===== config.mk =====
export PLATFORM = sky130hd
export DESIGN_NAME = can_mbx_flags
export DESIGN_NICKNAME = d
export VERILOG_FILES = /design/src/rtl/can_mbx_flags_pkg.sv /design/src/rtl/mbx_flags_ctrl.sv /design/src/rtl/mbx_flags_dp.sv /design/src/rtl/can_mbx_flags.sv
export SDC_FILE = /design/constraint.sdc
export NUM_CORES = 1
export LEC_CHECK = 0
export ABC_AREA = 1
export BUFFER_PORTS_ARGS = -buffer_cell sky130_fd_sc_hd__buf_2
export CAP_MARGIN = 30
export CORE_MARGIN = 3
export CORE_UTILIZATION = 45
export CTS_CLUSTER_DIAMETER = 80
export DETAILED_ROUTE_END_ITERATION = 6
export GPL_ROUTABILITY_DRIVEN = 0
export PLACE_DENSITY = 0.77
export SYNTH_ARGS = -nofsm -noshare
export SYNTH_HDL_FRONTEND = slang
export SYNTH_SLANG_ARGS = --single-unit

===== constraint.sdc =====
create_clock -name clk -period 1.4 [get_ports clk]
set_clock_uncertainty 0.2 [all_clocks]
set_input_delay 0.28 -clock clk [delete_from_list [all_inputs] [get_ports clk]]
set_output_delay 0.28 -clock clk [all_outputs]
set_load 0.005 [all_outputs]

===== src/rtl/can_mbx_flags_pkg.sv =====
package can_mbx_flags_pkg;
  localparam int ADDR_W = 3;

  typedef enum logic [ADDR_W-1:0] {
    RA_PEND_LO = 3'd0,
    RA_PEND_HI = 3'd1,
    RA_ABT_LO  = 3'd2,
    RA_ABT_HI  = 3'd3,
    RA_MSK_LO  = 3'd4,
    RA_MSK_HI  = 3'd5,
    RA_SUM     = 3'd6,
    RA_GLB     = 3'd7
  } reg_addr_e;

  // Write strobes passed from the bus decoder to the flag datapath
  typedef struct packed {
    logic clrPendLo;
    logic clrPendHi;
    logic clrAbtLo;
    logic clrAbtHi;
    logic wrMskLo;
    logic wrMskHi;
    logic clrSum;
    logic wrGlb;
  } strobe_t;
endpackage


===== src/rtl/mbx_flags_ctrl.sv =====
module mbx_flags_ctrl
  import can_mbx_flags_pkg::*;
#(
  parameter int REG_W = 16
) (
  input  logic                   busSel,
  input  logic                   busWrite,
  input  logic [ADDR_W-1:0]      busAddr,
  input  logic [2*REG_W-1:0]     pendVec,
  input  logic [2*REG_W-1:0]     abtVec,
  input  logic [2*REG_W-1:0]     mskVec,
  input  logic                   sumFlag,
  input  logic                   glbMask,
  output strobe_t                strobes,
  output logic [REG_W-1:0]       busRdata
);
  logic      wrEn;
  reg_addr_e addrE;

  assign wrEn  = busSel & busWrite;
  assign addrE = reg_addr_e'(busAddr);

  always_comb begin
    strobes = '0;
    if (wrEn) begin
      unique case (addrE)
        RA_PEND_LO: strobes.clrPendLo = 1'b1;
        RA_PEND_HI: strobes.clrPendHi = 1'b1;
        RA_ABT_LO:  strobes.clrAbtLo  = 1'b1;
        RA_ABT_HI:  strobes.clrAbtHi  = 1'b1;
        RA_MSK_LO:  strobes.wrMskLo   = 1'b1;
        RA_MSK_HI:  strobes.wrMskHi   = 1'b1;
        RA_SUM:     strobes.clrSum    = 1'b1;
        RA_GLB:     strobes.wrGlb     = 1'b1;
        default:    strobes = '0;
      endcase
    end
  end

  // Side-effect-free read path
  always_comb begin
    unique case (addrE)
      RA_PEND_LO: busRdata = pendVec[REG_W-1:0];
      RA_PEND_HI: busRdata = pendVec[2*REG_W-1:REG_W];
      RA_ABT_LO:  busRdata = abtVec[REG_W-1:0];
      RA_ABT_HI:  busRdata = abtVec[2*REG_W-1:REG_W];
      RA_MSK_LO:  busRdata = mskVec[REG_W-1:0];
      RA_MSK_HI:  busRdata = mskVec[2*REG_W-1:REG_W];
      RA_SUM:     busRdata = {{(REG_W-1){1'b0}}, sumFlag};
      RA_GLB:     busRdata = {{(REG_W-1){1'b0}}, glbMask};
      default:    busRdata = '0;
    endcase
  end
endmodule


===== src/rtl/mbx_flags_dp.sv =====
module mbx_flags_dp
  import can_mbx_flags_pkg::*;
#(
  parameter int REG_W = 16
) (
  input  logic                   clk,
  input  logic                   rstN,
  input  strobe_t                strobes,
  input  logic [REG_W-1:0]       busWdata,
  input  logic [2*REG_W-1:0]     dataStored,
  input  logic [2*REG_W-1:0]     remoteStored,
  input  logic [2*REG_W-1:0]     cancelDone,
  input  logic [2*REG_W-1:0]     rxDataCfg,
  output logic [2*REG_W-1:0]     pendVec,
  output logic [2*REG_W-1:0]     abtVec,
  output logic [2*REG_W-1:0]     mskVec,
  output logic                   sumFlag,
  output logic                   glbMask,
  output logic                   irqRx
);
  localparam int NMBX = 2 * REG_W;
  localparam logic [NMBX-1:0] ABT_KEEP = ~(NMBX'(1));

  logic [NMBX-1:0] pendClr, abtClr, mskNext;
  logic [NMBX-1:0] pendSet, pendNext, abtNext;
  logic            anyUnmasked, sumNext;

  // Per-half clear vectors and mask write data
  for (genvar h = 0; h < 2; h++) begin : g_half
    localparam int LO = h * REG_W;
    logic selPend, selAbt, selMsk;
    assign selPend = (h == 0) ? strobes.clrPendLo : strobes.clrPendHi;
    assign selAbt  = (h == 0) ? strobes.clrAbtLo  : strobes.clrAbtHi;
    assign selMsk  = (h == 0) ? strobes.wrMskLo   : strobes.wrMskHi;
    assign pendClr[LO +: REG_W] = selPend ? busWdata : '0;
    assign abtClr[LO +: REG_W]  = selAbt  ? busWdata : '0;
    assign mskNext[LO +: REG_W] = selMsk  ? busWdata : mskVec[LO +: REG_W];
  end

  // Only a data frame in a data-receive mailbox qualifies
  assign pendSet  = dataStored & rxDataCfg & ~remoteStored;
  // Hardware set takes priority over software clear
  assign pendNext = (pendVec & ~pendClr) | pendSet;
  // Mailbox 0 abort flag pinned low
  assign abtNext  = ((abtVec & ~abtClr) | cancelDone) & ABT_KEEP;

  assign anyUnmasked = |(pendVec & ~mskVec);
  assign sumNext     = (strobes.clrSum && busWdata[0]) ? 1'b0 : (sumFlag | anyUnmasked);

  always_ff @(posedge clk) begin
    if (!rstN) begin
      pendVec <= '0;
      abtVec  <= '0;
      mskVec  <= '1;
      sumFlag <= 1'b0;
      glbMask <= 1'b1;
    end else begin
      pendVec <= pendNext;
      abtVec  <= abtNext;
      mskVec  <= mskNext;
      sumFlag <= sumNext;
      if (strobes.wrGlb) glbMask <= busWdata[0];
    end
  end

  assign irqRx = sumFlag & ~glbMask;
endmodule


===== src/rtl/can_mbx_flags.sv =====
module can_mbx_flags
  import can_mbx_flags_pkg::*;
#(
  parameter int REG_W = 16
) (
  input  logic                   clk,
  input  logic                   rstN,
  input  logic                   busSel,
  input  logic                   busWrite,
  input  logic [ADDR_W-1:0]      busAddr,
  input  logic [REG_W-1:0]       busWdata,
  output logic [REG_W-1:0]       busRdata,
  input  logic [2*REG_W-1:0]     dataStored,
  input  logic [2*REG_W-1:0]     remoteStored,
  input  logic [2*REG_W-1:0]     cancelDone,
  input  logic [2*REG_W-1:0]     rxDataCfg,
  output logic                   irqRx
);
  strobe_t            strobes;
  logic [2*REG_W-1:0] pendVec, abtVec, mskVec;
  logic               sumFlag, glbMask;

  mbx_flags_ctrl #(.REG_W(REG_W)) u_ctrl (
    .busSel   (busSel),
    .busWrite (busWrite),
    .busAddr  (busAddr),
    .pendVec  (pendVec),
    .abtVec   (abtVec),
    .mskVec   (mskVec),
    .sumFlag  (sumFlag),
    .glbMask  (glbMask),
    .strobes  (strobes),
    .busRdata (busRdata)
  );

  mbx_flags_dp #(.REG_W(REG_W)) u_dp (
    .clk          (clk),
    .rstN         (rstN),
    .strobes      (strobes),
    .busWdata     (busWdata),
    .dataStored   (dataStored),
    .remoteStored (remoteStored),
    .cancelDone   (cancelDone),
    .rxDataCfg    (rxDataCfg),
    .pendVec      (pendVec),
    .abtVec       (abtVec),
    .mskVec       (mskVec),
    .sumFlag      (sumFlag),
    .glbMask      (glbMask),
    .irqRx        (irqRx)
  );
endmodule


After elaboration in Yosys (flattened, before gate mapping) --
Index checks and enable logic that the tools add are counted.
Cells by class: add/subtract/negate cells 0, $mul 0, div/mod/pow operators 0, $lt $le $gt $ge 0, eq/ne operators 7, shifts and indexed selects 0, multiplexer cells 14, bitwise operators 16, reduce and logical (&&, ||, !) cells 4
Operators with widths (count):
- 32-bit AND | 5
- 32-bit NOT | 4
- 16-bit case mux with 8 select lines | 1
- 16-bit 2-to-1 mux | 4
- 32-bit OR | 2
- 32-bit OR reduction | 1
- 3-bit == test, second input constant | 4
- 1-bit 2-to-1 mux | 8
- 8-bit 2-to-1 mux | 1
- 3-bit by 2-bit == test with 1-bit output, second input constant | 2
- 3-bit by 1-bit == test with 1-bit output, second input constant | 1
- 3-bit logical NOT | 1
- 1-bit AND | 2
- 1-bit NOT | 2
- 2-bit OR reduction | 1
- 1-bit logical AND | 1
- 1-bit OR | 1
Word-level totals: register bits 98, latch bits 0, memory bits (writable) 0, ROM bits 0, input port bits 151, output and inout port bits 17, word-level logic and storage cells 48, memories kept 0

Depth between registers and ports, before layout --
Gate-level depths: netlist of the first run.
word-level depth 7, mapped depth 9

Modules after synthesis --
A second synthesis of the first run with hierarchy kept.
Unflattened totals: cells, all modules 722, area, all modules 5303.8 µm²
Modules (own cells, without submodules):
- mbx_flags_dp | instances 1, cells an instance 492, area each 4051.4 µm², sequential area each 1941.9 µm²
- mbx_flags_ctrl | instances 1, cells an instance 230, area each 1252.5 µm², sequential area each 0.0 µm²

Worst setup path after synthesis of the first run --
OpenSTA, ideal clock, no wires.
path kind input to output, start point in busAddr[2], end point out busRdata[5], arrival time 1.138 ns, data required time 0.920 ns, slack -0.218 ns, stages on the path 9, buffers on the path 2, cell sequence buf_4 inv_1 nand3_1 inv_2 buf_2 nand2_1 nand2_1 a21oi_1 nand4_1
On the way: word-level cells in the longest chain between the ends 2, elaborated cells on any way between the ends 9
RTL lines:
- from (decl) | RTL line can_mbx_flags.sv:10 | input logic [ADDR_W-1:0] busAddr,
- 3-bit == test (tied with other cells) | RTL line mbx_flags_ctrl.sv:42 | unique case (addrE)
- 16-bit case mux with 8 select lines (*) | RTL line mbx_flags_ctrl.sv:42
- to (decl) | RTL line can_mbx_flags.sv:12 | output logic [REG_W-1:0] busRdata,
Mark *: on every way between the ends. The rest lies on a longest branch, timed or not.

Worst setup path in the final report of the first run --
start point reg u_dp.mskVec[15], end point out busRdata[15]
On the way: word-level cells in the longest chain between the ends 1
RTL lines:
- from (decl) | RTL line mbx_flags_dp.sv:16 | output logic [2*REG_W-1:0] mskVec,
- from (signal assigned) | RTL line mbx_flags_dp.sv:60 | mskVec <= mskNext;
- 16-bit case mux with 8 select lines | RTL line mbx_flags_ctrl.sv:42
No other way between the ends.

==> results of run 1 <==
## worst register-to-register path: cells and delay by family (launching register included)
family        cells  cell delay (ns)
flops             1             0.34
simple gates      7             0.57
buf+inv           2             0.09
## repair_timing
item | in CTS | in global routing
hold endpoints to repair | 80 | 0
resized for setup | 40 | 65
pin swaps | 4 | 25
gates cloned | 0 | 1
setup buffers | 2 | 4
hold buffers | 122 | 0
setup endpoints to repair | 36 | 22
## metrics by stage
| stage | hold WS, ns | instances |
|---|---|---|
| final | 0.00609 | 1095 |
| after global routing | -0.00248 | 1095 |
| after CTS | 0.0000107 | 1091 |
| after detailed placement | 0.272 | 952 |
| after global placement | 0.260 | 952 |
| after floorplan | 0.206 | 636 |
## kinds of logic (layout without fill, tap and decap cells)
group / count (synthesis) / in the layout / share of synthesized area
flip-flops: 97 / 97 / 0.427
AO/OA/AOI/OAI: 216 / 216 / 0.248
AND/OR/NAND/NOR: 194 / 194 / 0.210
buffers and inverters: 129 / 455 / 0.115
## layout make-up
cell class              instances  area [sq um]
clock inverters                 5          80.1
clock buffers                  10           138
fillers                       647          2200
well taps                     133           166
inverters                     105           422
repair buffers                335          2580
multi-input cells             410          2230
flip-flops and latches         97          1960
## synth_stat cells (all sizes together)
master,n
nand2,114
nand4,15
inv,105
a21oi,98
nand3b,32
nor3,2
clkbuf,10
dfxtp,97
o22ai,7
a22oi,7
nor2,24
o211ai,7
o21ai,97
buf,14
nand3,7
## registers in the layout (all words and copies together), names as in the netlist
| register | flops |
|---|---|
| u_dp.abtVec | 31 |
| u_dp.glbMask | 1 |
| u_dp.mskVec | 32 |
| u_dp.pendVec | 32 |
| u_dp.sumFlag | 1 |
## power groups by stage
| stage | Sequential [mW] | Combinational (mW) | Clock, mW |
|---|---|---|---|
| global route | 3.01 | 1.36 | 2.15 |
| global placement | 3.03 | 0.837 | 0 |
| detailed placement | 3.04 | 0.864 | 0 |
| finish | 2.99 | 1.27 | 2.03 |
| floorplan | 3.01 | 0.427 | 0 |
| CTS | 2.98 | 1.17 | 2.01 |
## per-layer routing
layer	global-route usage	wire length, um
met4	0.141	691
met5	0	0
met2	0.552	9220
met1	0.366	6900
met3	0.0698	1770
## final timing paths
| kind | start | to | slack, ns | depth (start not counted) |
|---|---|---|---|---|
| setup reg to reg | u_dp.mskVec[6]$_SDFFE_PN1P_ | u_dp.sumFlag$_SDFF_PP0_ | 0.11 | 9 |
| hold / removal | dataStored[23] | u_dp.pendVec[23]$_SDFF_PN0_ | 0.006 | 3 |
| setup / recovery | u_dp.mskVec[15]$_SDFFE_PN1P_ | busRdata[15] | -0.38 | 5 |
| hold reg to reg | u_dp.pendVec[1]$_SDFF_PN0_ | u_dp.pendVec[1]$_SDFF_PN0_ | 0.28 | 2 |
## placed cells by master, fill, tap and decap left out, drive strengths merged
master and n:
a21oi 98, nor3 2, inv 104, a22oi 7
nand3b 32, clkinvlp 2, o21ai 97, o211ai 7
nand3 7, nand4 15, dlygate4sd3 122, buf 213
bufinv 2, dfxtp 97, o22ai 7, clkinv 2
nand2 114, nor2 24, clkbuf 10
==> results by group, run 1 <==
Timing
  – Final count of hold timing violations: 0
  – Period utilization: 1.27
  – Max Transition Viols Final: 0
  – Max-slew headroom: 0.806
  – Fin worst setup slack: -0.377 ns
  – Final number of setup-violating endpoints: 20
  – RSZ-0062 raised after global routing: true
  – Fin crit period: 1.78 ns
  – Fmax: 563 MHz
  – Setup TNS: -5.16 ns
  – Worst slew pin tran: 0.290 ns

Critical path
  – Cell mode on critical path: inv_1
  – Crit path kind: reg -> out
  – Critical Path, Cell by Cell: inv_1 > o22ai_2 > inv_1 > nand4_1 > buf_2
  – CP max FO: 3
  – Buf/Inv on CP: 3
  – Critical path arrival: 1.30 ns
  – Worst setup SP type: flip-flop
  – Type of element capturing the critical path: output port
  – Crit-path max cell delay: 0.31 ns
  – CP top delay family: buffers and inverters
  – Required time of the critical path: 0.92 ns
  – Slowest cell on crit path: dfxtp_1

Routing
  – ANT nets after route: 0
  – DR WL/cell: 17.0 um
  – Drt via density: 5.36
  – # DRC: 0
  – Total Routed Length: 18600 um
  – Vias: 5870
  – 1st-iter DRT viols: 449
  – Number of detailed-route iterations in the first pass: 5

Placement
  – Placed Area: 5820 sq um
  – Detailed Place HPWL: 10900 um
  – Pre-CTS setup slack: -0.466 ns
  – Port buffer count: 166

Power and ir drop
  – Sw Share: 0.264
  – Clk pwr share: 0.323
  – Tot Pwr: 6.29 mW
  – Cell-internal power: 4.63 mW
  – Maximum VDD drop: 0.000538 V
  – P_leak: 3.70 nW
  – Combinational power share: 0.201
  – Seq pwr share: 0.476
  – Pwr Density: 831 nW/um^2
  – NetSw: 1.66 mW

Floorplanning
  – Starting Density: 0.465
  – Die W: 106 um
  – Row count: 36
  – Core Footprint: 9770 sq um
  – Die height: 106 um
  – Io pins: 168
  – Die Area: 11300 sq um

Global routing
  – GRT Overall Usage: 0.315
  – First-pass GRT wire length: 28400 um
  – Largest net degree at the start of global routing: 56
  – Vias in the first global route: 5976
  – Initial antenna violation count: 0
  – Grt ovf: 0

Clock network
  – Clock Pin Slew Worst Setup and Hold Paths: 0.09 ns
  – Clock Root Buffer: clkbuf_8
  – Clk_lat worst skew: 0.37 ns
  – CTS buffer count: 9
  – Clk sinks: 97
  – Htree depth: 3
  – CTS tree: done
  – Clk buf depth: 2

Synthesis
  – Area of the mapped netlist: 4540 sq um
  – Largest cells by area after synthesis: dfxtp_1 43%, a21oi_1 11%, nand2_1 9.0%
  – Top-area cell type share of the netlist area: 0.427
  – Post-synthesis cell count: 636
  – Syn avg cell area: 7.14 sq um
  – Total number of yosys warnings: 0
  – Yosys reg bits: 97
  – Net Count, Synth: 787
  – Synth area leader: dfxtp_1
  – Unique masters post-synth: 24
  – Seq/Total Area, Yosys: 0.427

Cells and area
  – Final core utilization: 0.775
  – Final Cell Area: 7570 sq um
  – Share of cells above drive strength 1: 0.310
  – Area Overhead vs Synth: 66.7%
  – ANT cells: 0
  – Final layout net count: 1109

Outcome
  – Outcome: finished, violations left
  – Failing checks: setup timing

Job
  – Maxcap violations: 0

Worst hold path
  – Worst hold-check path type: in -> reg
(Power assumes the default switching activity.)
==> run 2: changes to the inputs <==
--- a/config.mk
+++ b/config.mk
@@ -5,15 +5,15 @@
 export SDC_FILE = /design/constraint.sdc
 export NUM_CORES = 1
 export LEC_CHECK = 0
-export ABC_AREA = 1
 export BUFFER_PORTS_ARGS = -buffer_cell sky130_fd_sc_hd__buf_2
 export CAP_MARGIN = 30
 export CORE_MARGIN = 3
-export CORE_UTILIZATION = 45
+export CORE_UTILIZATION = 46
 export CTS_CLUSTER_DIAMETER = 80
 export DETAILED_ROUTE_END_ITERATION = 6
 export GPL_ROUTABILITY_DRIVEN = 0
 export PLACE_DENSITY = 0.77
+export SLEW_MARGIN = 20
 export SYNTH_ARGS = -nofsm -noshare
 export SYNTH_HDL_FRONTEND = slang
 export SYNTH_SLANG_ARGS = --single-unit
==> run 2 against run 1 <==
Against the previous run:
- the run ends with hold timing, setup timing left
- die area up 4.2%
- sequential share of layout area down 1.8 points
- register-to-register slack worse by 0.69 ns
- sequential cell count unchanged
- worst hold slack worse by 0.020 ns
- critical endpoint is now busRdata[0]
- area after synthesis up 6.8%
- largest power group unchanged
- cell area up 8.9%
==> results by group, run 2 <==
Synthesis
  – Async set or reset register ratio after synthesis: 0
  – Post-synthesis cell count: 636
  – Top-area cell type share of the netlist area: 0.400
  – Syn avg cell area: 7.63 sq um
  – Most used DFF post-synth: dfxtp_1
  – Total number of yosys warnings: 0
  – Top-count cell post-synth: nand2_1
  – Synth area leader: dfxtp_1
  – Largest cells by area after synthesis: dfxtp_1 40%, nand2_1 12%, nor2b_1 9.0%
  – Post-synth EDFFs: 0
  – Area of the mapped netlist: 4850 sq um
  – Net Count, Synth: 787
  – Unique masters post-synth: 39
  – Yosys reg bits: 97
  – Seq/Total Area, Yosys: 0.400
  – Post-synth top cells: 158 x nand2_1, 97 x dfxtp_1, 73 x a21oi_1

Global routing
  – First-pass GRT wire length: 29500 um
  – Vias in the first global route: 6155
  – Largest net degree at the start of global routing: 42
  – GRT Overall Usage: 0.324
  – Grt ovf: 0
  – Initial antenna violation count: 0

Clock network
  – Clk_lat worst skew: 0.39 ns
  – Clock Pin Slew Worst Setup and Hold Paths: 0.10 ns
  – CTS buffer count: 9
  – Clk buf depth: 2
  – CTS tree: done
  – Htree depth: 3
  – Clk sinks: 97
  – Clock Root Buffer: clkbuf_8

Floorplanning
  – Io pins: 168
  – Die Area: 11800 sq um
  – Starting Density: 0.485
  – Row count: 36
  – Die W: 109 um
  – Die height: 109 um
  – Core Footprint: 10000 sq um

Cells and area
  – Most common cell after layout, fill and taps aside: buf_2
  – # fillers: 508
  – Share of cells above drive strength 1: 0.473
  – Largest regs: u_dp.mskVec (32), u_dp.pendVec (32), u_dp.abtVec (31)
  – Final layout net count: 1120
  – Most frequent cells in the layout: 162 x buf_2, 136 x nand2_1, 87 x buf_4
  – ANT cells: 0
  – Area Overhead vs Synth: 69.9%
  – Final Cell Area: 8240 sq um

Critical path
  – Type of element capturing the critical path: output port
  – Worst setup SP type: flip-flop
  – CP max FO: 2
  – Crit path kind: reg -> out
  – Critical path arrival: 1.68 ns
  – Required time of the critical path: 0.92 ns

Timing
  – Period utilization: 1.54
  – Max-slew headroom: 0.703
  – Final count of hold timing violations: 7
  – Fin worst setup slack: -0.755 ns
  – Final number of setup-violating endpoints: 28
  – Worst slew pin tran: 0.434 ns
  – Worst Hold Slack: -0.0144 ns
  – Fin crit period: 2.16 ns
  – RSZ-0062 raised after global routing: true
  – Max Transition Viols Final: 0
  – Fmax: 464 MHz

Routing
  – Number of detailed-route iterations in the first pass: 6
  – DR WL/cell: 19.9 um
  – Drt via density: 5.79
  – ANT nets after route: 0
  – Vias: 6410
  – # DRC: 0
  – Total Routed Length: 22100 um
  – 1st-iter DRT viols: 607

Outcome
  – Failing checks: hold timing, setup timing
  – Outcome: finished, violations left

Placement
  – Detailed Place HPWL: 12500 um
  – Placed Area: 6660 sq um
  – Port buffer count: 166

Job
  – Maxcap violations: 0

Power and ir drop
  – Maximum VDD drop: 0.000477 V
  – P_leak: 3.70 nW
  – Pwr Density: 788 nW/um^2

Worst hold path
  – Worst hold-check path type: in -> reg
==> run 2: cell types whose count changed in the layout (fill, tap and decap cells not counted), moves of 38 or more <==
cell	change
nor2b_1	+66
a21oi_1	-56
o21ai_1	-48
dlygate4sd3_1	-69
inv_1	-62
nand2_1	+40
o21ai_0	-38
buf_4	+57
==> run 2: logic make-up after synthesis <==
kind of cell / count (synthesis) / share of synthesized area
AO/OA/AOI/OAI: 120 / 0.143
flip-flops: 97 / 0.400
AND/OR/NAND/NOR: 324 / 0.316
multiplexers: 29 / 0.0781
buffers and inverters: 66 / 0.0624
==> run 2: per-layer routing <==
metal  up-vias  track usage  share of wire
met5         -            0              0
met4         0        0.189          0.073
met3       167       0.0634          0.098
met2       494        0.568           0.49
met1      2959        0.366           0.34
li1       2790            -              -
==> run 2: path summary, 6_finish.rpt <==
path | from | end | slack [ns] | depth (start not counted)
min reg2reg | u_dp.mskVec[19]$_SDFFE_PN1P_ | u_dp.mskVec[19]$_SDFFE_PN1P_ | 0.31 | 2
min | remoteStored[18] | u_dp.pendVec[18]$_SDFF_PN0_ | -0.01 | 4
max | u_dp.mskVec[16]$_SDFFE_PN1P_ | busRdata[0] | -0.76 | 4
max reg2reg | u_dp.pendVec[16]$_SDFF_PN0_ | u_dp.sumFlag$_SDFF_PP0_ | -0.58 | 8
==> run 2: timing repair <==
| item | in CTS | in global routing |
|---|---|---|
| buffers inserted | 15 | 11 |
| endpoints found under the hold margin | 55 | 1 |
| gates resized for setup | 75 | 105 |
| gates cloned | 2 | 1 |
| setup endpoints to repair | 69 | 79 |
| hold buffers | 52 | 1 |
| pin swaps | 19 | 33 |
==> run 2: stage by stage <==
step | power [mW] | setup TNS (ns) | util | cells | setup slack, ns
floorplan | 3.57 | -2.49 | - | 636 | -0.213
global placement | 4.12 | -45.28 | 0.666 | 1010 | -0.645
detailed placement | 4.17 | -49.20 | 0.666 | 1010 | -0.637
CTS | 6.22 | -10.20 | 0.776 | 1094 | -0.743
global route | 6.68 | -11.54 | 0.824 | 1107 | -0.815
finish | 6.50 | -10.27 | 0.824 | 1107 | -0.755
==> run 2: cell type report <==
type | count | area, sq um | area share
Multi-Input combinational cell | 473 | 3050 | 0.370
Timing Repair Buffer | 354 | 2720 | 0.330
Sequential cell | 97 | 1980 | 0.240
Tap cell | 133 | 166 | 0.0202
Clock buffer | 11 | 141 | 0.0171
Inverter | 34 | 128 | 0.0155
Clock inverter | 5 | 55.1 | 0.00668
==> run 2: report_power, final <==
| group | switching, mW | total, mW | internal (mW) |
|---|---|---|---|
| clock | 1.08 | 1.95 | 0.871 |
| combinational | 0.698 | 1.53 | 0.833 |
| sequential | 0.112 | 3.02 | 2.90 |
| total | 1.89 | 6.50 | 4.61 |
==> run 2: critical path, stage by stage, from the launching register on <==
cell and delay [ns]:
dfxtp_2 0.34, buf_6 0.11, mux4_2 0.44, mux2_4 0.29, buf_6 0.12
